$ cat config.mk
export PLATFORM = sky130hd
export DESIGN_NAME = fsync_gen
export DESIGN_NICKNAME = d
export VERILOG_FILES = /design/src/rtl/fsync_gen_pkg.sv /design/src/rtl/fsync_gen_regs.sv /design/src/rtl/fsync_gen_tick_mux.sv /design/src/rtl/fsync_gen_core.sv /design/src/rtl/fsync_gen.sv
export SDC_FILE = /design/constraint.sdc
export NUM_CORES = 1
export LEC_CHECK = 0
export CAP_MARGIN = 40
export CORE_MARGIN = 10
export CORE_UTILIZATION = 55
export DETAILED_ROUTE_END_ITERATION = 8
export DONT_BUFFER_PORTS = 1
export HOLD_SLACK_MARGIN = 0.06
export PLACE_DENSITY = 0.7
export SLEW_MARGIN = 20
export SYNTH_ARGS = -nofsm -noshare
export SYNTH_HDL_FRONTEND = slang
export SYNTH_HIERARCHICAL = 1
export SYNTH_SLANG_ARGS = --single-unit
export TNS_END_PERCENT = 30
$ cat constraint.sdc
create_clock -name clk_i -period 2.7 [get_ports clk_i]
set_input_delay 0.405 -clock clk_i [delete_from_list [all_inputs] [get_ports clk_i]]
set_output_delay 0.405 -clock clk_i [all_outputs]
set_load 0.02 [all_outputs]
$ cat src/rtl/fsync_gen_pkg.sv
package fsync_gen_pkg;

  typedef enum logic [1:0] {
    ADDR_CTRL = 2'd0,
    ADDR_SEL  = 2'd1,
    ADDR_HI   = 2'd2,
    ADDR_LO   = 2'd3
  } fsg_addr_e;

  typedef enum logic {
    PH_HIGH = 1'b0,
    PH_LOW  = 1'b1
  } fsg_phase_e;

endpackage

$ cat src/rtl/fsync_gen_regs.sv
module fsync_gen_regs #(
  parameter int PW    = 8,
  parameter int SEL_W = 4
) (
  input  logic             clk_i,
  input  logic             rst_i,
  input  logic             wr_en_i,
  input  logic [1:0]       wr_addr_i,
  input  logic [PW-1:0]    wr_data_i,
  output logic             enable_o,
  output logic [SEL_W-1:0] sel_o,
  output logic [PW-1:0]    hi_o,
  output logic [PW-1:0]    lo_o
);
  import fsync_gen_pkg::*;

  fsg_addr_e addr;
  assign addr = fsg_addr_e'(wr_addr_i);

  always_ff @(posedge clk_i) begin
    if (rst_i) begin
      enable_o <= 1'b0;
      sel_o    <= '0;
      hi_o     <= '0;
      lo_o     <= '0;
    end else if (wr_en_i) begin
      unique case (addr)
        ADDR_CTRL: enable_o <= wr_data_i[0];
        ADDR_SEL:  sel_o    <= wr_data_i[SEL_W-1:0];
        ADDR_HI:   hi_o     <= wr_data_i;
        ADDR_LO:   lo_o     <= wr_data_i;
        default:   ;
      endcase
    end
  end

endmodule

$ cat src/rtl/fsync_gen_tick_mux.sv
module fsync_gen_tick_mux #(
  parameter int NSRC  = 4,
  parameter int SEL_W = 4
) (
  input  logic [NSRC-1:0]  tick_i,
  input  logic [SEL_W-1:0] sel_i,
  output logic             tick_o
);

  logic [NSRC-1:0] hit;

  // Select value k picks source k-1; 0 and out-of-range values pick none.
  for (genvar k = 0; k < NSRC; k++) begin : g_src
    assign hit[k] = (sel_i == SEL_W'(k + 1)) && tick_i[k];
  end

  assign tick_o = |hit;

endmodule

$ cat src/rtl/fsync_gen_core.sv
module fsync_gen_core #(
  parameter int PW = 8
) (
  input  logic          clk_i,
  input  logic          rst_i,
  input  logic          enable_i,
  input  logic          tick_i,
  input  logic [PW-1:0] hi_i,
  input  logic [PW-1:0] lo_i,
  output logic          fsync_o,
  output logic          frame_start_o,
  output logic [PW:0]   bit_idx_o,
  output logic [PW-1:0] frame_hi_o,
  output logic [PW-1:0] frame_lo_o
);
  import fsync_gen_pkg::*;

  fsg_phase_e    phase;
  logic          running;
  logic [PW-1:0] phase_cnt;
  logic          hi_done;
  logic          frame_done;
  logic          begin_frame;

  assign hi_done     = (phase == PH_HIGH) && (phase_cnt == frame_hi_o);
  assign frame_done  = (phase == PH_LOW)  && (phase_cnt == frame_lo_o);
  assign begin_frame = !running || frame_done;

  always_ff @(posedge clk_i) begin
    if (rst_i || !enable_i) begin
      running       <= 1'b0;
      phase         <= PH_HIGH;
      phase_cnt     <= '0;
      fsync_o       <= 1'b0;
      frame_start_o <= 1'b0;
      bit_idx_o     <= '0;
      if (rst_i) begin
        frame_hi_o <= '0;
        frame_lo_o <= '0;
      end
    end else begin
      frame_start_o <= 1'b0;
      if (tick_i) begin
        if (begin_frame) begin
          // Period values are sampled only here, at a frame boundary.
          running       <= 1'b1;
          phase         <= PH_HIGH;
          phase_cnt     <= '0;
          fsync_o       <= 1'b1;
          frame_start_o <= 1'b1;
          bit_idx_o     <= '0;
          frame_hi_o    <= hi_i;
          frame_lo_o    <= lo_i;
        end else if (hi_done) begin
          phase     <= PH_LOW;
          phase_cnt <= '0;
          fsync_o   <= 1'b0;
          bit_idx_o <= bit_idx_o + 1'b1;
        end else begin
          phase_cnt <= phase_cnt + 1'b1;
          bit_idx_o <= bit_idx_o + 1'b1;
        end
      end
    end
  end

endmodule

$ cat src/rtl/fsync_gen.sv
module fsync_gen #(
  parameter int NSRC  = 4,
  parameter int PW    = 8,
  parameter int SEL_W = 4
) (
  input  logic            clk_i,
  input  logic            rst_i,
  input  logic [NSRC-1:0] bclk_tick_i,
  input  logic            wr_en_i,
  input  logic [1:0]      wr_addr_i,
  input  logic [PW-1:0]   wr_data_i,
  output logic            fsync_o,
  output logic            frame_start_o,
  output logic [PW:0]     bit_idx_o
);

  logic             en_w;
  logic [SEL_W-1:0] sel_w;
  logic [PW-1:0]    hi_w;
  logic [PW-1:0]    lo_w;
  logic             tick_w;
  logic [PW-1:0]    frame_hi_w;
  logic [PW-1:0]    frame_lo_w;

  fsync_gen_regs #(.PW(PW), .SEL_W(SEL_W)) u_regs (
    .clk_i    (clk_i),
    .rst_i    (rst_i),
    .wr_en_i  (wr_en_i),
    .wr_addr_i(wr_addr_i),
    .wr_data_i(wr_data_i),
    .enable_o (en_w),
    .sel_o    (sel_w),
    .hi_o     (hi_w),
    .lo_o     (lo_w)
  );

  fsync_gen_tick_mux #(.NSRC(NSRC), .SEL_W(SEL_W)) u_mux (
    .tick_i(bclk_tick_i),
    .sel_i (sel_w),
    .tick_o(tick_w)
  );

  fsync_gen_core #(.PW(PW)) u_core (
    .clk_i        (clk_i),
    .rst_i        (rst_i),
    .enable_i     (en_w),
    .tick_i       (tick_w),
    .hi_i         (hi_w),
    .lo_i         (lo_w),
    .fsync_o      (fsync_o),
    .frame_start_o(frame_start_o),
    .bit_idx_o    (bit_idx_o),
    .frame_hi_o   (frame_hi_w),
    .frame_lo_o   (frame_lo_w)
  );

endmodule

==> flow_summary.ini <==
[yosys]
avgSynthCellArea_sq_um = 10.5
synth.cell_area_sq_mm = 0.00269
yosys_warnings = 6
syn_nets = 276
synthArstFlopShare_pct = 0
synth.distinct_cells = 40
synth_edf_count = 16
ys_seq_area_share_pct = 49.1
synth_top_flop_cell = dfxtp_1
syn_inst = 257
synth_seq_cells = 58

[grt]
grt_pass1_vias = 1719
grt_usage_pct = 12.5
grt_overflow = 0
grt_pass1_wl_microns = 8400
antenna_found_initial = 0
grt_max_degree = 33

[timing]
tightest_slew_ns = 0.551
holdWs_ns = 0.232
hold_viol = 0
maxSlewViolCount = 0
max_slew_margin_pct = 63.3
finalSetupViolCount = 0
max_freq_ghz = 0.478
finClkSkew_ns = 0.00958
period_share_pct = 77.4
period_needed_ns = 2.09
rsz0062_at_grt = false
fin_tns_setup_ns = 0

[placed_design]
portBuffers = 0
gp_congestion = 0.799
dp.final_hpwl_microns = 3450

[clocking]
post_cts_buffers = 0
cts_hold_buffers = 0
clk_path_buf_depth = 2
cts_tree = yes
clk_pin_slew_worst_paths_ns = 0.07
clk-insertion-delay-late_ns = 0.34
htree_levels = 3
clock-sinks = 58
clockRootBuffer = clkbuf_8
numCtsBuffers = 9
cts_resized = 0

[drt]
drcViolationCount = 0
dr.pass1.iters = 4
dr_total_vias = 1712
drt_iter0_markers = 35
wl_per_cell_microns = 14.6
ant_nets = 0
wirelength_microns = 4820
viasPerCell = 5.20

[power]
intPower_mw = 1.40
p_leak_nw = 1.03
vdd_drop_max_mv = 0.348
power_frac_comb_pct = 4.0
clockPowerShare_pct = 44.5
swShare_pct = 22.2
switching_power_uw = 398
power_density_mw_per_mm2 = 618
p_seq_share_pct = 51.5

[setup_path]
r2r_end = u_core/frame_lo_o[6]
startpoint_type = flop
r2r_start = u_core/phase_cnt[2]
critical_path_class = reg2reg
arrival_ns = 2.13
r2r_cells = 6
worst-path-max-fanout = 16
critical_path_required_ns = 2.74
worst-r2r-setup-slack_ns = 0.61
end_kind = flop

[finish]
diodes = 0
drive_gt1_share_pct = 9.92
nNetsFinal = 276
syn_to_final_growth_pct = 8.05

[floorplanning]
core_sq_mm = 0.00472
dieArea_sq_mm = 0.00809
io_pins = 28
rows = 25
die_w_microns = 89.9
die_h_microns = 89.9
initial_core_util_pct = 57.0

[status]
status = finished, final reports clean

[hold_path]
min_path_type = in2reg
hold_path_end = u_regs/lo_o[7]
hp-start = wr_data_i[7]
hold_depth = 2

[run]
cap_violations = 0
## stage by stage
| stage | setup slack (ns) | total power, mW | instances | util [%] | instance area (sq um) |
|---|---|---|---|---|---|
| after floorplan | 0.325 | 1.00 | 257 | - | 2690 |
| after global placement | 0.662 | 1.01 | 313 | 57.2 | 2700 |
| after detailed placement | 0.607 | 1.02 | 313 | 57.2 | 2700 |
| after CTS | 0.600 | 1.82 | 329 | 61.5 | 2910 |
| after global routing | 0.461 | 1.86 | 329 | 61.5 | 2910 |
| final | 0.609 | 1.80 | 329 | 61.5 | 2910 |
## how the worst max path moves through the flow
| stage | start | end | slack [ns] |
|---|---|---|---|
| after global routing | u_core/phase_cnt[2] | u_core/frame_hi_o[1] | 0.46 |
| after detailed placement | u_core/phase_cnt[2] | u_core/frame_hi_o[6] | 0.61 |
| after CTS | u_core/phase_cnt[2] | u_core/frame_lo_o[0] | 0.60 |
| after floorplan | u_core/phase_cnt[2] | u_core/frame_hi_o[0] | 0.32 |
| final | u_core/phase_cnt[2] | u_core/frame_lo_o[6] | 0.61 |
| after global placement | u_core/phase_cnt[2] | u_core/frame_lo_o[6] | 0.66 |
## flip-flops by register name, summed over array words and instances, names as in the netlist
signal	flops
u_core/bit_idx_o	9
u_core/phase_cnt	8
u_regs/hi_o	8
u_core/frame_hi_o	8
u_core/phase	1
u_core/fsync_o	1
u_regs/lo_o	8
u_core/frame_start_o	1
u_core/frame_lo_o	8
u_regs/enable_o	1
u_core/running	1
u_regs/sel_o	4
## metal layers
layer | track usage [%] | vias up | part of all wire (%)
li1 | - | 888 | -
met1 | 15.3 | 791 | 49
met2 | 18.6 | 26 | 45
met3 | 5.40 | 7 | 5.4
met4 | 5.57 | 0 | 0.75
met5 | 0 | - | 0
## worst max-delay path: stages, from the launching register on
cell and delay, ns:
dfxtp_1 0.51, xnor2_2 0.16, nand3_1 0.09, o31a_1 0.44, nand2b_4 0.22, o21bai_1 0.12, buf_4 0.25
## logic make-up after synthesis
logic type	Yosys count	share of synthesized area, %
adders and majority gates	2	0.930
xor gates and xnor gates	26	8.74
and+or+nand+nor	117	25.0
DFF	58	49.1
buffers and inverters	16	3.72
AOI/OAI and AO/OA	17	4.70
muxes	21	7.81
## layout by cell type, fill, tap and decap left out, types with 2 or more instances in the layout
cell / Yosys / layout
a21oi_1: 4 / 4
a31oi_1: 2 / 2
and2_1: 16 / 16
and3_1: 3 / 3
buf_4: 1 / 3
clkbuf_8: 0 / 10
clkinvlp_4: 0 / 2
dfxtp_1: 42 / 42
edfxtp_1: 16 / 16
ha_1: 2 / 2
inv_1: 2 / 2
mux2i_1: 21 / 21
nand2_1: 14 / 14
nand2b_1: 30 / 30
nand3_1: 11 / 11
nand3b_1: 4 / 4
nand4_1: 8 / 8
nor2_1: 14 / 14
nor3_1: 7 / 7
nor3b_1: 2 / 2
o21ai_0: 4 / 4
xnor2_1: 17 / 17
xor2_1: 8 / 8
## power groups by stage
| stage | registers, mW | clock network, mW | logic (mW) |
|---|---|---|---|
| CTS | 0.924 | 0.822 | 0.0726 |
| global route | 0.925 | 0.858 | 0.0795 |
| finish | 0.924 | 0.799 | 0.0721 |
| detailed placement | 0.943 | 0 | 0.0723 |
| global placement | 0.942 | 0 | 0.0712 |
| floorplan | 0.939 | 0 | 0.0646 |
## synth_stat cells, drive strengths merged, types with 3 or more instances
cell type	number	area, sq um
and3	3	18.8
nor3	7	35.0
nand3	11	55.1
clkbuf	4	15.0
nand2	14	52.6
and2	16	100
xnor2	18	165
o21ai	5	36.3
mux2i	21	210
a21oi	5	36.3
nand2b	31	201
nand3b	5	41.3
nand4	8	50.1
nor2	14	52.6
dfxtp	42	841
xor2	8	70.1
buf	10	77.6
edfxtp	16	480
## final cells by class
cell class	count	area [sq um]
multi-input cells	183	1270
clock inverters	6	65.1
well taps	67	83.8
fillers	388	1820
inverters	2	7.51
flip-flops and latches	58	1320
repair buffers	3	22.5
clock buffers	10	138
Power figures use the tool's default switching activity.
